`src/rtl/fwd_pkg.sv`:
```
package fwd_pkg;

    localparam int NUM_OPND = 2;

    typedef enum logic [1:0] {
        SRC_FILE = 2'b00,
        SRC_WB   = 2'b01,
        SRC_MEM  = 2'b10
    } fwd_sel_e;

    // Youngest producer first: memory stage before writeback.
    function automatic fwd_sel_e pick_source(input logic hit_mem, input logic hit_wb);
        if (hit_mem)
            return SRC_MEM;
        else if (hit_wb)
            return SRC_WB;
        else
            return SRC_FILE;
    endfunction

endpackage

```
`src/rtl/fwd_match.sv`:
```
module fwd_match #(
    parameter int REG_AW = 4
) (
    input  logic [REG_AW-1:0] src,
    input  logic [REG_AW-1:0] dst,
    input  logic              wr_en,
    output logic              hit
);
    always_comb begin
        hit = wr_en && (src == dst);
    end
endmodule

```
`src/rtl/fwd_prio.sv`:
```
module fwd_prio
    import fwd_pkg::*;
(
    input  logic     hit_mem,
    input  logic     hit_wb,
    output fwd_sel_e sel
);
    always_comb begin
        sel = pick_source(hit_mem, hit_wb);
    end
endmodule

```
`src/rtl/fwd_mux.sv`:
```
module fwd_mux
    import fwd_pkg::*;
#(
    parameter int DATA_W = 32
) (
    input  fwd_sel_e          sel,
    input  logic [DATA_W-1:0] file_data,
    input  logic [DATA_W-1:0] wb_data,
    input  logic [DATA_W-1:0] mem_data,
    output logic [DATA_W-1:0] dout
);
    always_comb begin
        unique case (sel)
            SRC_MEM: dout = mem_data;
            SRC_WB:  dout = wb_data;
            default: dout = file_data;
        endcase
    end
endmodule

```
`src/rtl/fwd_unit.sv`:
```
module fwd_unit
    import fwd_pkg::*;
#(
    parameter int REG_AW = 4,
    parameter int DATA_W = 32
) (
    input  logic [REG_AW-1:0] ex_src_a,
    input  logic [REG_AW-1:0] ex_src_b,
    input  logic [REG_AW-1:0] mem_dst,
    input  logic              mem_wr_en,
    input  logic [REG_AW-1:0] wb_dst,
    input  logic              wb_wr_en,
    input  logic [DATA_W-1:0] rf_data_a,
    input  logic [DATA_W-1:0] rf_data_b,
    input  logic [DATA_W-1:0] mem_alu_result,
    input  logic [DATA_W-1:0] wb_result,
    output logic [1:0]        sel_a,
    output logic [1:0]        sel_b,
    output logic [DATA_W-1:0] opnd_a,
    output logic [DATA_W-1:0] opnd_b
);
    logic [REG_AW-1:0] src_vec  [NUM_OPND];
    logic [DATA_W-1:0] file_vec [NUM_OPND];
    logic [DATA_W-1:0] out_vec  [NUM_OPND];
    fwd_sel_e          sel_vec  [NUM_OPND];

    assign src_vec[0]  = ex_src_a;
    assign src_vec[1]  = ex_src_b;
    assign file_vec[0] = rf_data_a;
    assign file_vec[1] = rf_data_b;

    for (genvar g = 0; g < NUM_OPND; g++) begin : g_opnd
        logic hit_mem;
        logic hit_wb;

        fwd_match #(.REG_AW(REG_AW)) u_match_mem (
            .src   (src_vec[g]),
            .dst   (mem_dst),
            .wr_en (mem_wr_en),
            .hit   (hit_mem)
        );

        fwd_match #(.REG_AW(REG_AW)) u_match_wb (
            .src   (src_vec[g]),
            .dst   (wb_dst),
            .wr_en (wb_wr_en),
            .hit   (hit_wb)
        );

        fwd_prio u_prio (
            .hit_mem (hit_mem),
            .hit_wb  (hit_wb),
            .sel     (sel_vec[g])
        );

        fwd_mux #(.DATA_W(DATA_W)) u_mux (
            .sel       (sel_vec[g]),
            .file_data (file_vec[g]),
            .wb_data   (wb_result),
            .mem_data  (mem_alu_result),
            .dout      (out_vec[g])
        );
    end

    assign sel_a  = sel_vec[0];
    assign sel_b  = sel_vec[1];
    assign opnd_a = out_vec[0];
    assign opnd_b = out_vec[1];

endmodule

```
`config.mk`:
```
export PLATFORM = sky130hd
export DESIGN_NAME = fwd_unit
export DESIGN_NICKNAME = d
export VERILOG_FILES = /design/src/rtl/fwd_pkg.sv /design/src/rtl/fwd_match.sv /design/src/rtl/fwd_prio.sv /design/src/rtl/fwd_mux.sv /design/src/rtl/fwd_unit.sv
export SDC_FILE = /design/constraint.sdc
export NUM_CORES = 1
export LEC_CHECK = 0
export BUFFER_PORTS_ARGS = -buffer_cell sky130_fd_sc_hd__buf_4
export CORE_AREA = 2 2 83 85
export DETAILED_ROUTE_END_ITERATION = 10
export DIE_AREA = 0 0 85 87
export GPL_ROUTABILITY_DRIVEN = 0
export GPL_TIMING_DRIVEN = 0
export PLACE_DENSITY = 0.79
export SETUP_SLACK_MARGIN = 0.05
export SLEW_MARGIN = 10
export SYNTH_ARGS = -nofsm -noshare
export SYNTH_HDL_FRONTEND = slang
export SYNTH_SLANG_ARGS = --single-unit
```
`constraint.sdc`:
```
create_clock -name vclk -period 1.85
set_input_delay 0.185 -clock vclk [all_inputs]
set_output_delay 0.185 -clock vclk [all_outputs]
set_load 0.01 [all_outputs]
```
Word level (Yosys, flattened, before mapping)

Cells that the tools add are included.

$add $sub $neg: 0
$mul: 0
Div/mod/pow operators: 0
$lt $le $gt $ge: 0
Equality and inequality tests: 8
Shift-type cells: 0
Multiplexer cells: 6
Bitwise operators: 0
Reductions and logical operators: 4

Operators with widths:

| kind                                           | count |
|---|---|
| one-hot mux 32 bit (2 select lines)            | 2 |
| == test 4 bit                                  | 4 |
| == test 2 x 1 -> 1 bit (second input constant) | 2 |
| == test 2 bit (second input constant)          | 2 |
| logical AND 1 bit                              | 4 |
| 2-to-1 mux 2 bit                               | 2 |
| 2-to-1 mux 1 bit                               | 2 |

Flip-flop bits (word level): 0
Latch bits: 0
RAM bits: 0
ROM bits: 0
Word-level logic and storage cells: 18
Memories kept: 0

Longest topological paths before layout

Depth after elaboration: 6
Depth in mapped cells: 7

Cells and area by module

Synthesis repeated with hierarchy kept, for this count alone.

Cell total of the unflattened synthesis: 266
Area, all modules: 1576.5 um2

By module, submodules not included:

| module    | times used | cells an instance | area each (um2) |
|---|---|---|---|
| fwd_mux   | 2          | 113               | 636.9 |
| fwd_match | 4          | 9                 | 65.1 |
| fwd_prio  | 2          | 2                 | 21.3 |

Least setup slack after synthesis

OpenSTA, ideal clock, no wires.

Kind: in2out
From: input port wb_dst[1]
To: output port opnd_a[17]
Arrival time: 1.472 ns
Required time: 1.665 ns
Path slack: 0.193 ns
Stages on the path: 6
Buffers on the path: 2
Path through: nor2b_1 -> a221o_1 -> buf_6 -> buf_6 -> or4_1 -> a31oi_1

Longest elaborated chain between the ends: 6
Elaborated cells on any way between the ends: 7

Ends and longest elaborated chain:

| element                                                 | line            | source |
|---|---|---|
| start, declared                                         | fwd_unit.sv:11  | `input logic [REG_AW-1:0] wb_dst,` |
| == test 4 bit *                                         | fwd_match.sv:10 | `hit = wr_en && (src == dst);` |
| logical AND 1 bit *                                     | fwd_match.sv:10 |  |
| 2-to-1 mux 1 bit *                                      | fwd_pkg.sv:15   | `else if (hit_wb)` |
| 2-to-1 mux 2 bit *                                      | fwd_pkg.sv:13   | `if (hit_mem)` |
| == test 2 x 1 -> 1 bit or == test 2 bit (tied branches) | fwd_mux.sv:13   | `unique case (sel)` |
| one-hot mux 32 bit (2 select lines) *                   | fwd_mux.sv:13   |  |
| end, declared                                           | fwd_unit.sv:19  | `output logic [DATA_W-1:0] opnd_a,` |

Every way passes the cells marked *; elsewhere a longest branch is shown, timed or not.

Worst setup path in the final report

From: input port wb_dst[1]
To: output port opnd_a[8]

The elaborated chain is that of the path after synthesis.

==> flow_summary.toml <==
[outcome]
outcome = "finished with violations"
violations = "setup timing"

[worst_setup_path]
start_kind = "input pin"
worst-path-max-fanout = 10
arrival_ns = 1.87
cp_data_required_time_ns = 1.66
endpoint = "opnd_a[8]"
worstSetupPathType = "in2out"
worstSetupStartpoint = "wb_dst[1]"
cp-end-kind = "output pin"

[synthesis]
synth_xor_area_frac = 0.0371
yosys.area.top_type_share = 0.203
syn_area_um2 = 2360
ys_seq_area_frac = 0
syn_nets = 531
yosysWarnings = 0
synth_top_family_by_area = "compound AO/OA/AOI/OAI gates"
synthAdderAreaFrac = 0
synth_compound_gate_area_share = 0.389
synth_cell_type_count = 19
synth-simple-area-share = 0.373
avgSynthCellArea_um2 = 6.13
synth.area.mux_share = 0
syn_inst = 385
synth_area_leader_cell = "o31ai_1"
synth.area.top_cells = "o31ai_1 20%, or4_1 20%, a31oi_1 17%, nor3_1 14%, clkbuf_1 7.0%"

[die]
die_w_um = 85
die_h_um = 87
rows = 30
core_area_um2 = 6570
die-area_um2 = 7400
initial_utilization = 0.359
ios = 214

[final_layout]
clock_buffers = 0
syn_to_final_growth_pct = 114
multi_input_area_um2 = 2520
final-seq-area_um2 = 0
seq_cell_count = 0
fin_util = 0.770
final_nets = 766
drive_above_1_share = 0.623
antennaDiodeCount = 0
stdcell_count = 698
n_fill_cell = 462

[global_routing]
grt_pass1_wl_mm = 20.1
antenna_found_initial = 0
track_usage = 0.330
grt_start_max_net_pins = 11
grt_pass1_vias = 4037
grt_overflow = 0

[flow_run]
drv_cap = 0

[detailed_routing]
wl_per_cell_um = 21.8
drc = 0
vias = 4543
postRouteAntennaNets = 0
wl_mm = 15.2
detail_route.iter0.violations = 321
vias_per_cell = 6.51
firstDrtPassIters = 5

[placed_design]
dpl.hpwl_mm = 9.90
portBuffers = 214
post-place-ws_ns = -0.369
placed_cells = 679

[pwr]
switching_share = 0.525
p_switching_w = 0.000802
peakVddDrop_mv = 0.189
p_leak_nw = 2.10
power_frac_seq = 0
power_density_nw_per_um2 = 302
power.combinational.fraction = 1.000
pwr-share-clk = 0
internal-power_w = 0.000727

[timing]
period_share = 1.11
rsz0062_at_grt = "yes"
fmax_ghz = 0.485
slew_headroom = 0.643
hold_violations = 0
setup_violations = 56
postLayoutSetupSlackWorst_ns = -0.210
tightest_slew_ns = 0.536
period_minus_slack_ns = 2.06
final_max_slew_viol_count = 0

[hold_path]
hold_path_class = "in2out"
critical path, cell delays in order:
cell and delay (ns):
buf_8 0.10, nor2b_1 0.11, a221o_1 0.33, buf_6 0.18, buf_6 0.14, or4_1 0.45, a31oi_1 0.22, buf_4 0.16
routing by layer:
layer	vias to the layer above	GRT usage	routed length, µm	share of wire
met3	82	0.0417	1420	0.093
met4	0	0.0909	694	0.046
li1	2011	-	-	-
met1	2092	0.396	5620	0.37
met5	-	0	0	0
met2	358	0.616	7480	0.49
logic make-up after synthesis:
group,count (synthesis)
AO/OA/AOI/OAI,132
XOR/XNOR,10
AND/OR/NAND/NOR,142
buffers and inverters,101
layout make-up:
| type | count | area share |
|---|---|---|
| multi-input cells | 284 | 0.498 |
| plain buffers | 62 | 0.0908 |
| well taps | 80 | 0.0198 |
| inverters | 37 | 0.0284 |
| repair buffers | 235 | 0.363 |
power by group through the flow:
stage | Combinational (W) | Sequential [W] | Clock, W
finish | 0.00153 | 0 | 0
detailed placement | 0.00116 | 0 | 0
global route | 0.00159 | 0 | 0
floorplan | 0.000544 | 0 | 0
CTS | 0.00132 | 0 | 0
global placement | 0.00114 | 0 | 0
stage by stage:
stage                     setup TNS (ns)  cell area, µm²  total power (W)  hold WS (ns)
after global placement            -13.05            4070          0.00114         0.743
after detailed placement          -15.87            4070          0.00116         0.747
final                              -3.79            5060          0.00153         0.746
after floorplan                        0            2360         0.000544         0.535
after CTS                          -1.92            4560          0.00132         0.749
after global routing               -5.35            5060          0.00159         0.764
Yosys cell counts:
master      n
nor2b_1     2
buf_4       3
nor4_1      2
a31oi_1    64
or4_1      64
xnor2_1     8
o2111ai_1   2
nor3_1     64
a221o_1     2
nand2b_1    4
nand2_1     2
inv_1      37
o31ai_1    64
xor2_1      2
or2_2       2
nand3_1     2
buf_6      10
buf_2       7
clkbuf_1   44
placed cells by master, fill, tap and decap left out, types with 2 or more instances in the layout:
cell type  netlist  routed
a221o_1          2       2
a31oi_1         64      50
a31oi_2          0       8
a31oi_4          0       6
buf_2            7       6
buf_4            3     224
buf_6           10      28
buf_8            0       3
clkbuf_1        44      11
clkbuf_2         0      12
clkbuf_4         0       9
clkbuf_8         0       4
inv_1           37      35
inv_4            0       2
nand2_2          0       2
nand2b_4         0       4
nand3_2          0       2
nor3_1          64      54
nor3_2           0      10
nor4_1           2       2
o2111ai_4        0       2
o31ai_1         64      33
o31ai_2          0      22
o31ai_4          0       9
or2_4            0       2
or4_1           64      37
or4_4            0      27
xnor2_1          8       6
xnor2_2          0       2
xor2_1           2       2
how the worst min path moves through the flow:
stage                              from         end  slack (ns)  depth (start not counted)
after floorplan            rf_data_a[0]   opnd_a[0]        0.53                          2
after global placement    rf_data_b[27]  opnd_b[27]        0.74                          4
after detailed placement  rf_data_a[25]  opnd_a[25]        0.75                          4
after CTS                 rf_data_a[26]  opnd_a[26]        0.75                          4
after global routing      rf_data_a[29]  opnd_a[29]        0.76                          4
final                     rf_data_a[27]  opnd_a[27]        0.75                          4
repair_timing:
action,in CTS,in global routing
gates resized for setup,102,114
pin swaps,56,21
setup buffers,15,3
setup endpoints to repair,67,64
cloned,3,0
hold buffers,0,0
(Power assumes the default switching activity.)
